--- config.mk ---
export PLATFORM = sky130hd
export DESIGN_NAME = de_window_gen
export DESIGN_NICKNAME = d
export VERILOG_FILES = /design/src/rtl/dew_pkg.sv /design/src/rtl/dew_trail_detect.sv /design/src/rtl/dew_axis.sv /design/src/rtl/dew_shadow.sv /design/src/rtl/de_window_gen.sv
export SDC_FILE = /design/constraint.sdc
export NUM_CORES = 1
export LEC_CHECK = 0
export ABC_AREA = 1
export BUFFER_PORTS_ARGS = -buffer_cell sky130_fd_sc_hd__buf_4
export CORE_MARGIN = 10
export CORE_UTILIZATION = 55
export DETAILED_ROUTE_END_ITERATION = 8
export PLACE_DENSITY = 0.86
export SLEW_MARGIN = 15
export SYNTH_ARGS = -nofsm -noshare
export SYNTH_HDL_FRONTEND = slang
export SYNTH_SLANG_ARGS = --single-unit
--- constraint.sdc ---
create_clock -name clk -period 4.02 [get_ports clk]
set_clock_uncertainty 0.2 [all_clocks]
set_input_delay 0.201 -clock clk [delete_from_list [all_inputs] [get_ports clk]]
set_output_delay 0.201 -clock clk [all_outputs]
set_load 0.01 [all_outputs]
--- src/rtl/dew_pkg.sv ---
package dew_pkg;

    localparam int HST_W = 10;
    localparam int HWD_W = 12;
    localparam int VST_W = 10;
    localparam int VHT_W = 12;

    typedef struct packed {
        logic [HST_W-1:0] h_start;
        logic [HWD_W-1:0] h_len;
        logic [VST_W-1:0] v_start;
        logic [VHT_W-1:0] v_len;
    } win_cfg_t;

    typedef struct packed {
        logic de;
        logic pix_mark;
        logic line_mark;
    } win_out_t;

endpackage

--- src/rtl/dew_trail_detect.sv ---
module dew_trail_detect #(
    parameter int N = 2
) (
    input  logic         clk,
    input  logic         rst_n,
    input  logic [N-1:0] sync_in,
    output logic [N-1:0] trail
);

    typedef struct packed {
        logic [N-1:0] prev;
    } trail_st_t;

    trail_st_t st_d, st_q;

    always_comb begin
        st_d      = st_q;
        st_d.prev = sync_in;
    end

    always_ff @(posedge clk) begin
        if (!rst_n) begin
            st_q <= '0;
        end else begin
            st_q <= st_d;
        end
    end

    // one falling-edge flag per sync channel
    for (genvar g = 0; g < N; g++) begin : g_trail
        assign trail[g] = st_q.prev[g] & ~sync_in[g];
    end

endmodule

--- src/rtl/dew_axis.sv ---
module dew_axis #(
    parameter int START_W = 10,
    parameter int LEN_W   = 12
) (
    input  logic               clk,
    input  logic               rst_n,
    input  logic               restart,
    input  logic               step,
    input  logic [START_W-1:0] start,
    input  logic [LEN_W-1:0]   len,
    output logic               active_d,
    output logic               at_start_d
);

    localparam int POS_W = ((START_W > LEN_W) ? START_W : LEN_W) + 1;
    localparam logic [POS_W-1:0] POS_MAX = '1;

    typedef struct packed {
        logic [POS_W-1:0] pos;
    } axis_st_t;

    axis_st_t st_d, st_q;
    logic [POS_W-1:0] start_x;
    logic [POS_W-1:0] end_x;

    always_comb begin
        st_d = st_q;
        if (restart) begin
            st_d.pos = '0;
        end else if (step && (st_q.pos != POS_MAX)) begin
            st_d.pos = st_q.pos + 1'b1;
        end

        start_x    = POS_W'(start);
        end_x      = start_x + POS_W'(len);
        active_d   = (len != '0) && (st_d.pos >= start_x) && (st_d.pos < end_x);
        at_start_d = (st_d.pos == start_x);
    end

    always_ff @(posedge clk) begin
        if (!rst_n) begin
            st_q <= '0;
        end else begin
            st_q <= st_d;
        end
    end

endmodule

--- src/rtl/dew_shadow.sv ---
module dew_shadow
    import dew_pkg::*;
#(
    parameter win_cfg_t RST_CFG = '0
) (
    input  logic     clk,
    input  logic     rst_n,
    input  logic     load,
    input  win_cfg_t cfg_in,
    output win_cfg_t cfg_d,
    output win_cfg_t cfg_q
);

    always_comb begin
        cfg_d = cfg_q;
        if (load) begin
            cfg_d = cfg_in;
        end
    end

    always_ff @(posedge clk) begin
        if (!rst_n) begin
            cfg_q <= RST_CFG;
        end else begin
            cfg_q <= cfg_d;
        end
    end

endmodule

--- src/rtl/de_window_gen.sv ---
module de_window_gen
    import dew_pkg::*;
#(
    parameter int HSTART_RST  = 246,
    parameter int HWIDTH_RST  = 1280,
    parameter int VSTART_RST  = 38,
    parameter int VHEIGHT_RST = 1024
) (
    input  logic             clk,
    input  logic             rst_n,
    input  logic             hsync_in,
    input  logic             vsync_in,
    input  logic [HST_W-1:0] h_start_in,
    input  logic [HWD_W-1:0] h_len_in,
    input  logic [VST_W-1:0] v_start_in,
    input  logic [VHT_W-1:0] v_len_in,
    output logic             de_out,
    output logic             first_pix_out,
    output logic             first_line_out
);

    localparam win_cfg_t RST_CFG = '{
        h_start: HST_W'(HSTART_RST),
        h_len:   HWD_W'(HWIDTH_RST),
        v_start: VST_W'(VSTART_RST),
        v_len:   VHT_W'(VHEIGHT_RST)
    };

    logic [1:0] trail;
    logic       h_trail;
    logic       v_trail;
    win_cfg_t   cfg_in;
    win_cfg_t   cfg_d;
    win_cfg_t   cfg_q;
    logic       h_act, h_first;
    logic       v_act, v_first;
    win_out_t   out_d, out_q;

    dew_trail_detect #(.N(2)) u_trail (
        .clk     (clk),
        .rst_n   (rst_n),
        .sync_in ({vsync_in, hsync_in}),
        .trail   (trail)
    );

    assign h_trail = trail[0];
    assign v_trail = trail[1];

    assign cfg_in = '{
        h_start: h_start_in,
        h_len:   h_len_in,
        v_start: v_start_in,
        v_len:   v_len_in
    };

    // settings swap only when a new frame begins
    dew_shadow #(.RST_CFG(RST_CFG)) u_shadow (
        .clk    (clk),
        .rst_n  (rst_n),
        .load   (v_trail),
        .cfg_in (cfg_in),
        .cfg_d  (cfg_d),
        .cfg_q  (cfg_q)
    );

    // pixel position: restarts on horizontal trailing edge, steps every clock
    dew_axis #(.START_W(HST_W), .LEN_W(HWD_W)) u_h_axis (
        .clk        (clk),
        .rst_n      (rst_n),
        .restart    (h_trail),
        .step       (1'b1),
        .start      (cfg_d.h_start),
        .len        (cfg_d.h_len),
        .active_d   (h_act),
        .at_start_d (h_first)
    );

    // line index: restarts on vertical trailing edge (wins), steps per line
    dew_axis #(.START_W(VST_W), .LEN_W(VHT_W)) u_v_axis (
        .clk        (clk),
        .rst_n      (rst_n),
        .restart    (v_trail),
        .step       (h_trail),
        .start      (cfg_d.v_start),
        .len        (cfg_d.v_len),
        .active_d   (v_act),
        .at_start_d (v_first)
    );

    always_comb begin
        out_d           = out_q;
        out_d.de        = h_act && v_act;
        out_d.pix_mark  = out_d.de && h_first;
        out_d.line_mark = out_d.pix_mark && v_first;
    end

    always_ff @(posedge clk) begin
        if (!rst_n) begin
            out_q <= '0;
        end else begin
            out_q <= out_d;
        end
    end

    assign de_out         = out_q.de;
    assign first_pix_out  = out_q.pix_mark;
    assign first_line_out = out_q.line_mark;

endmodule

### Word-level counts from Yosys, hierarchy flattened

Cells that the tools add are included.

| word-level totals | value |
|---|---|
| register bits | 75 |
| bits of input ports | 48 |
| output and inout port bits | 3 |
| word-level logic and storage cells | 41 |

| cells by class | value |
|---|---|
| add/subtract/negate cells | 4 |
| $lt $le $gt $ge | 4 |
| equality and inequality tests | 4 |
| muxes and demuxes | 5 |
| bitwise logic cells | 4 |
| reduce and logical (&&, ||, !) cells | 10 |

Operators by type and width:

| kind | number |
|---|---|
| $mux W13 | 4 |
| $mux W44 | 1 |
| $add A10 B12 Y13 | 2 |
| $add A13 B1 Y13 const B | 2 |
| $eq A13 B10 Y1 | 2 |
| $ge A13 B10 Y1 | 2 |
| $lt A13 B13 Y1 | 2 |
| $ne A13 B13 Y1 const B | 2 |
| $reduce_bool A12 Y1 | 2 |
| $logic_and A1 B1 Y1 | 8 |
| $and A1 B1 Y1 | 2 |
| $not A1 Y1 | 2 |

### Depth between registers and ports, before layout

Gate-level depths: netlist of run 1.

| logic depth | value |
|---|---|
| word-level depth | 11 |
| mapped depth | 33 |
| depth with buffers taken out | 31 |

### By module

Synthesis of run 1 repeated with hierarchy kept, for this count alone.

| second synthesis, totals | value |
|---|---|
| cells, all modules | 974 |
| area total of the unflattened synthesis | 6143.4 um2 |

Modules (own cells, without submodules):

| module | times used | cells an instance | area each (um2) | seq. area each (um2) |
|---|---|---|---|---|
| dew_shadow | 1 | 331 | 2015.7 | 880.8 |
| dew_axis (u_h_axis) | 1 | 315 | 2005.7 | 260.2 |
| dew_axis (u_v_axis) | 1 | 307 | 1953.1 | 260.2 |
| de_window_gen | 1 | 11 | 98.8 | 60.1 |
| dew_trail_detect | 1 | 10 | 70.1 | 40.0 |

### Worst setup path after synthesis of run 1

Ideal clock, no wire load.

| timing path | value |
|---|---|
| path type | reg2reg |
| start point | register u_trail.st_q[1] in the netlist's numbering |
| end point | register out_q (netlist bit first_line_out) |
| library setup time | 0.062 ns |
| arrival | 3.825 ns |
| data required time | 3.758 ns |
| slack | -0.067 ns |
| stages on the path, launching flop included | 29 |
| buffers on the path | 5 |
| clock period less this slack | 4.087 ns |
| cells stage by stage | dfxtp_1 > nand2_4 > buf_8 > buf_12 > buf_6 > buf_2 > buf_2 > o21ai_0 > inv_1 > ha_1 > ha_1 > nor2_1 > o21ai_2 > nand3_1 > nand2_1 > a21boi_1 > o21ai_2 > xor2_1 > ha_1 > a21oi_1 > o211a_1 > nand3_1 > nor2_1 > nand3_2 > a21oi_2 > nand2_1 > nor2_2 > nand3_2 > nor2_2 |

RTL lines:

| item | line | RTL |
|---|---|---|
| from (decl) | dew_trail_detect.sv:14 | `trail_st_t st_d, st_q;` |
| from (signal assigned) | dew_trail_detect.sv:25 | `st_q <= st_d;` |
| to (signal assigned) | de_window_gen.sv:101 | `out_q <= out_d;` |
| to (decl) | de_window_gen.sv:37 | `win_out_t out_d, out_q;` |

### Worst setup path after layout of run 1

| timing path | value |
|---|---|
| start point | register u_trail.st_q[1] in the netlist's numbering |
| end point | register out_q (netlist bit first_line_out) |

| between the ends | value |
|---|---|
| cells in the longest elaborated chain, start to end | 8 |
| elaborated cells between the ends (all ways) | 20 |
| those cells by class | 2 x add/sub; 4 x order compare; 2 x eq/ne; 2 x mux; 1 x bitwise; 9 x reduce/logical |

Ends and longest elaborated chain:

| item | line | RTL |
|---|---|---|
| $and A1 B1 Y1 * | dew_trail_detect.sv:31 | `assign trail[g] = st_q.prev[g] & ~sync_in[g];` |
| $mux W44 / $mux W13 (equally long branches) | dew_shadow.sv:16, dew_axis.sv:28 |  |
| $add A10 B12 Y13, or another cell as far along | dew_axis.sv:35 | `end_x = start_x + POS_W'(len);` |
| $lt A13 B13 Y1 / $logic_and A1 B1 Y1 (equally long branches) | dew_axis.sv:36 | `active_d = (len != '0) && (st_d.pos >= start_x) && (st_d.pos < end_x);` |
| $logic_and A1 B1 Y1 | dew_axis.sv:36 |  |
| $logic_and A1 B1 Y1 | de_window_gen.sv:92 | `out_d.de = h_act && v_act;` |
| $logic_and A1 B1 Y1 | de_window_gen.sv:93 | `out_d.pix_mark = out_d.de && h_first;` |
| $logic_and A1 B1 Y1 * | de_window_gen.sv:94 | `out_d.line_mark = out_d.pix_mark && v_first;` |

Every way passes the cells marked *; elsewhere a longest branch is shown, timed or not.
A chain may end at the register's enable or synchronous reset.

==> impl_metrics.ini, run 1 <==
[status]
run_status = finished, violations left
violated_checks = hold timing

[sta]
holdWs_ns = -0.0111
hold_viol = 1
timing_worst_slew_pin_value_ns = 0.526
min_period_ns = 3.99
timing.final.setup_violations = 0
timing.fmax_mhz = 250
fraction_of_the_cycle_the_final_worst_path_needs_pct = 99.3
slew_headroom_pct = 64.6
fin_ws_ns = 0.0277
setup_total_negative_slack_ns = 0
timing.final.max_slew_violations = 0

[setup_path]
worstPathCellList = nand2_8, clkbuf_16, o21ai_4, inv_1, ha_1, a21oi_1, o21ai_1, a21oi_1, o22ai_1, xor2_1, ha_1, a21oi_1, nand2_1, nand2_1, nand3_1, nor2_2, nand3_2, a21oi_2, nand2_1, nor2_2, nand3_2, nor2_2
critPathArrivalTime_ns = 4.11
crit_type = reg -> reg
worst_ep_required_time_ns = 4.14
critPathMaxStageDelay_ns = 0.37
critical-path-slowest-cell = sky130_fd_sc_hd__dfxtp_4
path_delay_family = compound AO/OA/AOI/OAI gates
worstSetupEndpointType = flop
critPathBufInv = 2
critPathMaxFanout = 30
cp-start-kind = flop

[final_layout]
layout.filler_cells = 811
num-nets-final = 1052
syn2layout_area_growth_pct = 19.6
layout-drive-gt1-share_pct = 19.2
fin_util_pct = 68.2
antenna_cells_inserted = 0
fin_area_um2 = 7110
post_layout_nonfiller_instances = 1085

[worst_hold_path]
worst_hold_path_type = in -> reg

[floorplanning]
design.portCount = 51
dieHeight_um = 124
placeable_core_area_um2 = 10400
die_width_um = 124
floorplan.die_area_um2 = 15400
rows = 37
floorplan.initialDensity_pct = 57.0

[placement]
post_place_setup_slack_ns = 0.136
placedCellCount = 1038
post_dp_cell_area_um2 = 6470
dp.final_hpwl_um = 11400
final_weighted_congestion_in_routability_driven_placement = 0.973
io_buffer_count = 50

[power_and_ir_drop]
vdd_ir_drop_max_mv = 0.226
pwr_density_cell_nw_per_um2 = 268
p_leak_nw = 3.74
p_total_mw = 1.90

[logic_synthesis]
yosysUniqueCellTypes = 50
yosys_most_used_dff = sky130_fd_sc_hd__dfxtp_1
synth_area_um2 = 5940
synth_largest_area_cell = sky130_fd_sc_hd__dfxtp_1
async_flop_share_pct = 0
synth.ff_latch_count = 75
synth.net_count = 966
synth_top_cell_area_share_pct = 25.3
synthMostInstantiatedCell = sky130_fd_sc_hd__nand2_1
postSynthCellCount = 858
post_synth_edffs = 0
sequential_share_of_the_synthesized_area_pct = 25.3
synth.yosys.warnings = 0
synth_area_per_cell_um2 = 6.93
post_synth_main_area_contributors = sky130_fd_sc_hd__dfxtp_1, sky130_fd_sc_hd__ha_1, sky130_fd_sc_hd__nand2_1
ys_top_cells_by_count = sky130_fd_sc_hd__nand2_1, sky130_fd_sc_hd__inv_1, sky130_fd_sc_hd__nor2_1

[grt]
wire_length_of_the_first_global_routing_pass_um = 25100
grt_max_degree = 62
grt_usage_pct = 20.0
grt_overflow = 0
antenna_violations_before_repair = 0
grt_pass1_vias = 5450

[clock_network]
cts.htree.levels = 3
cts-root-buf = sky130_fd_sc_hd__clkbuf_8
clock_sink_count = 75
clk-insertion-delay-late_ns = 0.38
clockBufferDepth = 2
tritoncts = done
cts_made_buffers = 9
clk_pin_slew_ns = 0.08

[flow_run]
count_of_maximum_capacitance_violations = 0

[routing]
drt_drc_violations_left = 0
drt_first_iter_violations = 489
route.antenna.remaining_nets = 0
drtPass1Iterations = 5
post_drt_wl_per_cell_um = 15.2
drt-vias-per-instance = 5.48
dr_total_vias = 5950
routed_wl_um = 16500
power breakdown:
group / total, mW / switching [mW] / internal, mW
Combinational: 0.536 / 0.314 / 0.222
Clock: 0.593 / 0.289 / 0.304
Sequential: 0.775 / 0.00915 / 0.766
path summary, 6_finish.rpt:
path                                               startpoint                       endpoint  slack [ns]  cells past startpoint
worst max-delay path               u_trail.st_q[1]$_SDFF_PN0_      first_line_out$_SDFF_PN0_        0.03                     22
worst min-delay path                            h_start_in[8]  u_shadow.cfg_q[42]$_SDFF_PN0_       -0.01                      3
worst max register to register     u_trail.st_q[1]$_SDFF_PN0_      first_line_out$_SDFF_PN0_        0.03                     22
worst min register to register  u_shadow.cfg_q[27]$_SDFF_PN0_  u_shadow.cfg_q[27]$_SDFF_PN0_        0.28                      2
registers in the layout, summed over array words and instances, names as in the netlist:
name and cells:
u_shadow.cfg_q 44, first_pix_out 1, u_trail.st_q 2, u_v_axis.st_q 13
de_out 1, first_line_out 1, u_h_axis.st_q 13
worst register-to-register path, cell delays in order (launching register included):
cell and delay, ns:
sky130_fd_sc_hd__dfxtp_4 0.37, sky130_fd_sc_hd__nand2_8 0.09, sky130_fd_sc_hd__clkbuf_16 0.23, sky130_fd_sc_hd__o21ai_4 0.25
sky130_fd_sc_hd__inv_1 0.13, sky130_fd_sc_hd__ha_1 0.37, sky130_fd_sc_hd__a21oi_1 0.20, sky130_fd_sc_hd__o21ai_1 0.12
sky130_fd_sc_hd__a21oi_1 0.26, sky130_fd_sc_hd__o22ai_1 0.13, sky130_fd_sc_hd__xor2_1 0.16, sky130_fd_sc_hd__ha_1 0.34
sky130_fd_sc_hd__a21oi_1 0.17, sky130_fd_sc_hd__nand2_1 0.08, sky130_fd_sc_hd__nand2_1 0.07, sky130_fd_sc_hd__nand3_1 0.08
sky130_fd_sc_hd__nor2_2 0.13, sky130_fd_sc_hd__nand3_2 0.09, sky130_fd_sc_hd__a21oi_2 0.11, sky130_fd_sc_hd__nand2_1 0.07
sky130_fd_sc_hd__nor2_2 0.12, sky130_fd_sc_hd__nand3_2 0.10, sky130_fd_sc_hd__nor2_2 0.07
placed cells by master, fill, tap and decap left out, types with 3 or more instances in the layout:
cell | netlist | layout
sky130_fd_sc_hd__o21bai_1 | 3 | 3
sky130_fd_sc_hd__nand3_2 | 14 | 14
sky130_fd_sc_hd__nor4_1 | 10 | 10
sky130_fd_sc_hd__dlygate4sd3_1 | 0 | 25
sky130_fd_sc_hd__o21a_1 | 6 | 6
sky130_fd_sc_hd__dfxtp_1 | 75 | 74
sky130_fd_sc_hd__o21ai_0 | 19 | 13
sky130_fd_sc_hd__nand2_4 | 5 | 4
sky130_fd_sc_hd__inv_2 | 7 | 8
sky130_fd_sc_hd__a21oi_1 | 43 | 42
sky130_fd_sc_hd__a21oi_2 | 3 | 4
sky130_fd_sc_hd__nand2_2 | 11 | 12
sky130_fd_sc_hd__clkbuf_1 | 9 | 4
sky130_fd_sc_hd__ha_1 | 60 | 57
sky130_fd_sc_hd__buf_4 | 0 | 67
sky130_fd_sc_hd__nand3_1 | 31 | 31
sky130_fd_sc_hd__a21o_1 | 3 | 3
sky130_fd_sc_hd__nor2_1 | 83 | 79
sky130_fd_sc_hd__nand3_4 | 3 | 3
sky130_fd_sc_hd__o21ai_2 | 15 | 17
sky130_fd_sc_hd__a31oi_1 | 4 | 4
sky130_fd_sc_hd__o21ai_1 | 15 | 16
sky130_fd_sc_hd__or2_2 | 6 | 6
sky130_fd_sc_hd__nor3_1 | 22 | 22
sky130_fd_sc_hd__xor2_1 | 16 | 16
sky130_fd_sc_hd__or2_1 | 4 | 4
sky130_fd_sc_hd__o21ai_4 | 0 | 3
sky130_fd_sc_hd__clkbuf_8 | 0 | 10
sky130_fd_sc_hd__nand2_8 | 2 | 3
sky130_fd_sc_hd__a211oi_1 | 3 | 3
sky130_fd_sc_hd__nor2_2 | 7 | 11
sky130_fd_sc_hd__nand4_1 | 17 | 17
sky130_fd_sc_hd__nand2_1 | 176 | 175
sky130_fd_sc_hd__xnor2_1 | 9 | 9
sky130_fd_sc_hd__inv_1 | 146 | 144
cells by family after synthesis:
group                      synth area share [%]
AOI/OAI and AO/OA                          12.3
xor gates and xnor gates                   3.68
adders and majority gates                  12.6
buffers and inverters                      12.0
DFF                                        25.3
and+or+nand+nor                            34.1
final cells by class:
cell class	instances	area [µm²]	area share, %
Clock buffer	14	153	2.15
Clock inverter	2	35.0	0.493
Multi-Input combinational cell	609	3830	53.9
Inverter	154	583	8.21
Timing Repair Buffer	95	831	11.7
Sequential cell	75	1510	21.2
Tap cell	136	170	2.39
per-layer routing:
layer  GRT usage [%]  routed length (µm)  vias to the layer above  share of wire, %
met2            32.0                7580                      255                46
li1                -                   -                     2940                 -
met5               0                   0                        -                 0
met1            26.3                7230                     2701                44
met4            8.78                 507                        0               3.1
met3            3.12                1220                       54               7.4
repair_timing:
item | CTS | global route
buffers inserted | 0 | 4
setup endpoints to repair | 0 | 3
hold endpoints to repair | 28 | 2
gates resized for setup | 0 | 32
hold buffers | 23 | 2
No activity file was read; power rests on OpenSTA's default activity.
==> inputs of run 2 (changes only) <==
CORE_MARGIN = 5   (was 10)
==> run 2 against run 1 <==
The run now ends clean. Final cell count grew 0.37%. First-iteration DRC count shrank 3.5%. Global-route usage grew 2.4 points. Register-to-register slack gained 0.05 ns. Non-clock buffer count grew 2. Combinational power grew 1%. Highest routed layer unchanged. Critical path type unchanged. Power shrank 3.3%.
==> impl_metrics.ini, run 2 (synthesis gave the netlist of run 1 again) <==
[routing]
post_drt_wl_per_cell_um = 14.6
drt_first_iter_violations = 472
dr_total_vias = 5898
drt_drc_violations_left = 0
routed_wl_um = 15900
drt-vias-per-instance = 5.42
drtPass1Iterations = 5
route.antenna.remaining_nets = 0

[grt]
grt_usage_pct = 22.4
wire_length_of_the_first_global_routing_pass_um = 23900
grt_overflow = 0
antenna_violations_before_repair = 0
grt_max_degree = 46
grt_pass1_vias = 5221

[clock_network]
tritoncts = done
clockBufferDepth = 2
clock_sink_count = 75
clk-insertion-delay-late_ns = 0.36
cts-root-buf = sky130_fd_sc_hd__clkbuf_8
cts.htree.levels = 3
clk_pin_slew_ns = 0.08
cts_made_buffers = 9

[power_and_ir_drop]
p_leak_nw = 3.74
power.sequential.fraction_pct = 42.2
pwr_density_cell_nw_per_um2 = 256
switching_power_mw = 0.597
power_frac_clock_pct = 28.4
vdd_ir_drop_max_mv = 0.211
p_total_mw = 1.84
switching_power_as_a_share_of_total_power_pct = 32.4
power.combinational.fraction_pct = 29.5
cellInternalPower_mw = 1.24

[sta]
timing.final.setup_violations = 0
min_period_ns = 3.94
fin_ws_ns = 0.0778
holdWs_ns = 0.00883
timing_worst_slew_pin_value_ns = 0.574
fraction_of_the_cycle_the_final_worst_path_needs_pct = 98.1
setup_total_negative_slack_ns = 0
timing.final.max_slew_violations = 0
slew_headroom_pct = 61.3
hold_viol = 0
timing.fmax_mhz = 254

[flow_run]
count_of_maximum_capacitance_violations = 0

[final_layout]
largest_register_ff_count = 44
fin_area_um2 = 7190
most-common-layout-cells = sky130_fd_sc_hd__nand2_1, sky130_fd_sc_hd__inv_1, sky130_fd_sc_hd__nor2_1, sky130_fd_sc_hd__dfxtp_1, sky130_fd_sc_hd__buf_4
fin_util_pct = 67.2
num-nets-final = 1054
syn2layout_area_growth_pct = 21.0
biggest_register = u_shadow.cfg_q
reg.largest.list = u_shadow.cfg_q (44), u_h_axis.st_q (13), u_v_axis.st_q (13)
antenna_cells_inserted = 0
post_layout_nonfiller_instances = 1089
layout-drive-gt1-share_pct = 21.3
final_common_cell = sky130_fd_sc_hd__nand2_1

[floorplanning]
placeable_core_area_um2 = 10700
design.portCount = 51
dieHeight_um = 114
die_width_um = 114
rows = 38
floorplan.die_area_um2 = 13000
floorplan.initialDensity_pct = 55.5

[setup_path]
cp_common_cell = sky130_fd_sc_hd__nand2_1
crit_type = reg -> reg
r2r-end = first_line_out$_SDFF_PN0_
cp-start-kind = flop
critPathMaxFanout = 10
worstSetupEndpointType = flop
critPathMaxStageDelay_ns = 0.37
worst_ep_required_time_ns = 4.12
critical-path-slowest-cell = sky130_fd_sc_hd__dfxtp_4
r2r-start = u_trail.st_q[1]$_SDFF_PN0_
worst_r2r_path_depth = 29
critPathArrivalTime_ns = 4.04
reg2reg_setup_slack_ns = 0.08

[worst_hold_path]
timing.hold.worst.start = v_len_in[2]
worst_hold_path_type = in -> reg
worst_hold_path.endpoint = u_shadow.cfg_q[2]$_SDFF_PN0_
timing.hold.worst_path_depth = 5

[placement]
post_dp_cell_area_um2 = 6480
io_buffer_count = 50
dp.final_hpwl_um = 10800
post_place_setup_slack_ns = 0.149
placedCellCount = 1042
final_weighted_congestion_in_routability_driven_placement = 0.896

[status]
run_status = finished clean
==> run 2: cell types whose count changed in the layout (fill, tap and decap cells not counted), sizes merged <==
cell,delta
buf,+2
bufinv,-1
clkinv,+2
clkbuf,-3
==> run 2: final cells by class <==
type	count	area, µm²
Inverter	154	581
Multi-Input combinational cell	609	3910
Timing Repair Buffer	97	855
Clock inverter	3	15.0
Tap cell	140	175
Clock buffer	11	151
Fill cell	782	3510
Sequential cell	75	1510
==> run 2: timing repair <==
item                       in CTS  in global routing
gates resized for setup         0                 52
hold endpoints to repair       24                  4
setup buffers                   0                  6
hold buffers                   21                  4
setup endpoints to repair       0                  3
==> run 2: metal layers <==
| metal | vias to the layer above | share of wire, % | GRT usage, % |
|---|---|---|---|
| li1 | 2939 | - | - |
| met1 | 2657 | 44 | 31.1 |
| met4 | 0 | 3.0 | 7.84 |
| met2 | 256 | 45 | 35.6 |
| met3 | 46 | 7.1 | 3.34 |
| met5 | - | 0 | 0 |
==> run 2: worst max-delay path by stage <==
stage,from,slack (ns),end,depth (start not counted)
6_report,u_trail.st_q[1]$_SDFF_PN0_,0.08,first_line_out$_SDFF_PN0_,29
5_1_grt,u_trail.st_q[1]$_SDFF_PN0_,-0.21,first_line_out$_SDFF_PN0_,29
4_1_cts,u_trail.st_q[1]$_SDFF_PN0_,0.1,first_line_out$_SDFF_PN0_,29
3_5_place_dp,vsync_in,0.15,first_line_out$_SDFF_PN0_,31
3_3_place_gp,vsync_in,0.27,first_line_out$_SDFF_PN0_,27
2_1_floorplan,u_trail.st_q[1]$_SDFF_PN0_,0.02,first_line_out$_SDFF_PN0_,32
==> run 2: power by group through the flow <==
stage,clock (mW),combinational [mW],sequential (mW)
4_1_cts,0.523,0.474,0.775
6_report,0.522,0.543,0.776
3_3_place_gp,0,0.445,0.791
3_5_place_dp,0,0.455,0.792
2_1_floorplan,0,0.338,0.790
5_1_grt,0.560,0.598,0.778
==> run 2: critical path, delay by kind of cell (launching register included) <==
| family | cells | cell delay (ns) |
|---|---|---|
| compound gates | 4 | 0.46 |
| fa+ha+maj | 3 | 0.68 |
| buf+inv | 3 | 0.34 |
| flops | 1 | 0.37 |
| simple gates | 19 | 1.82 |
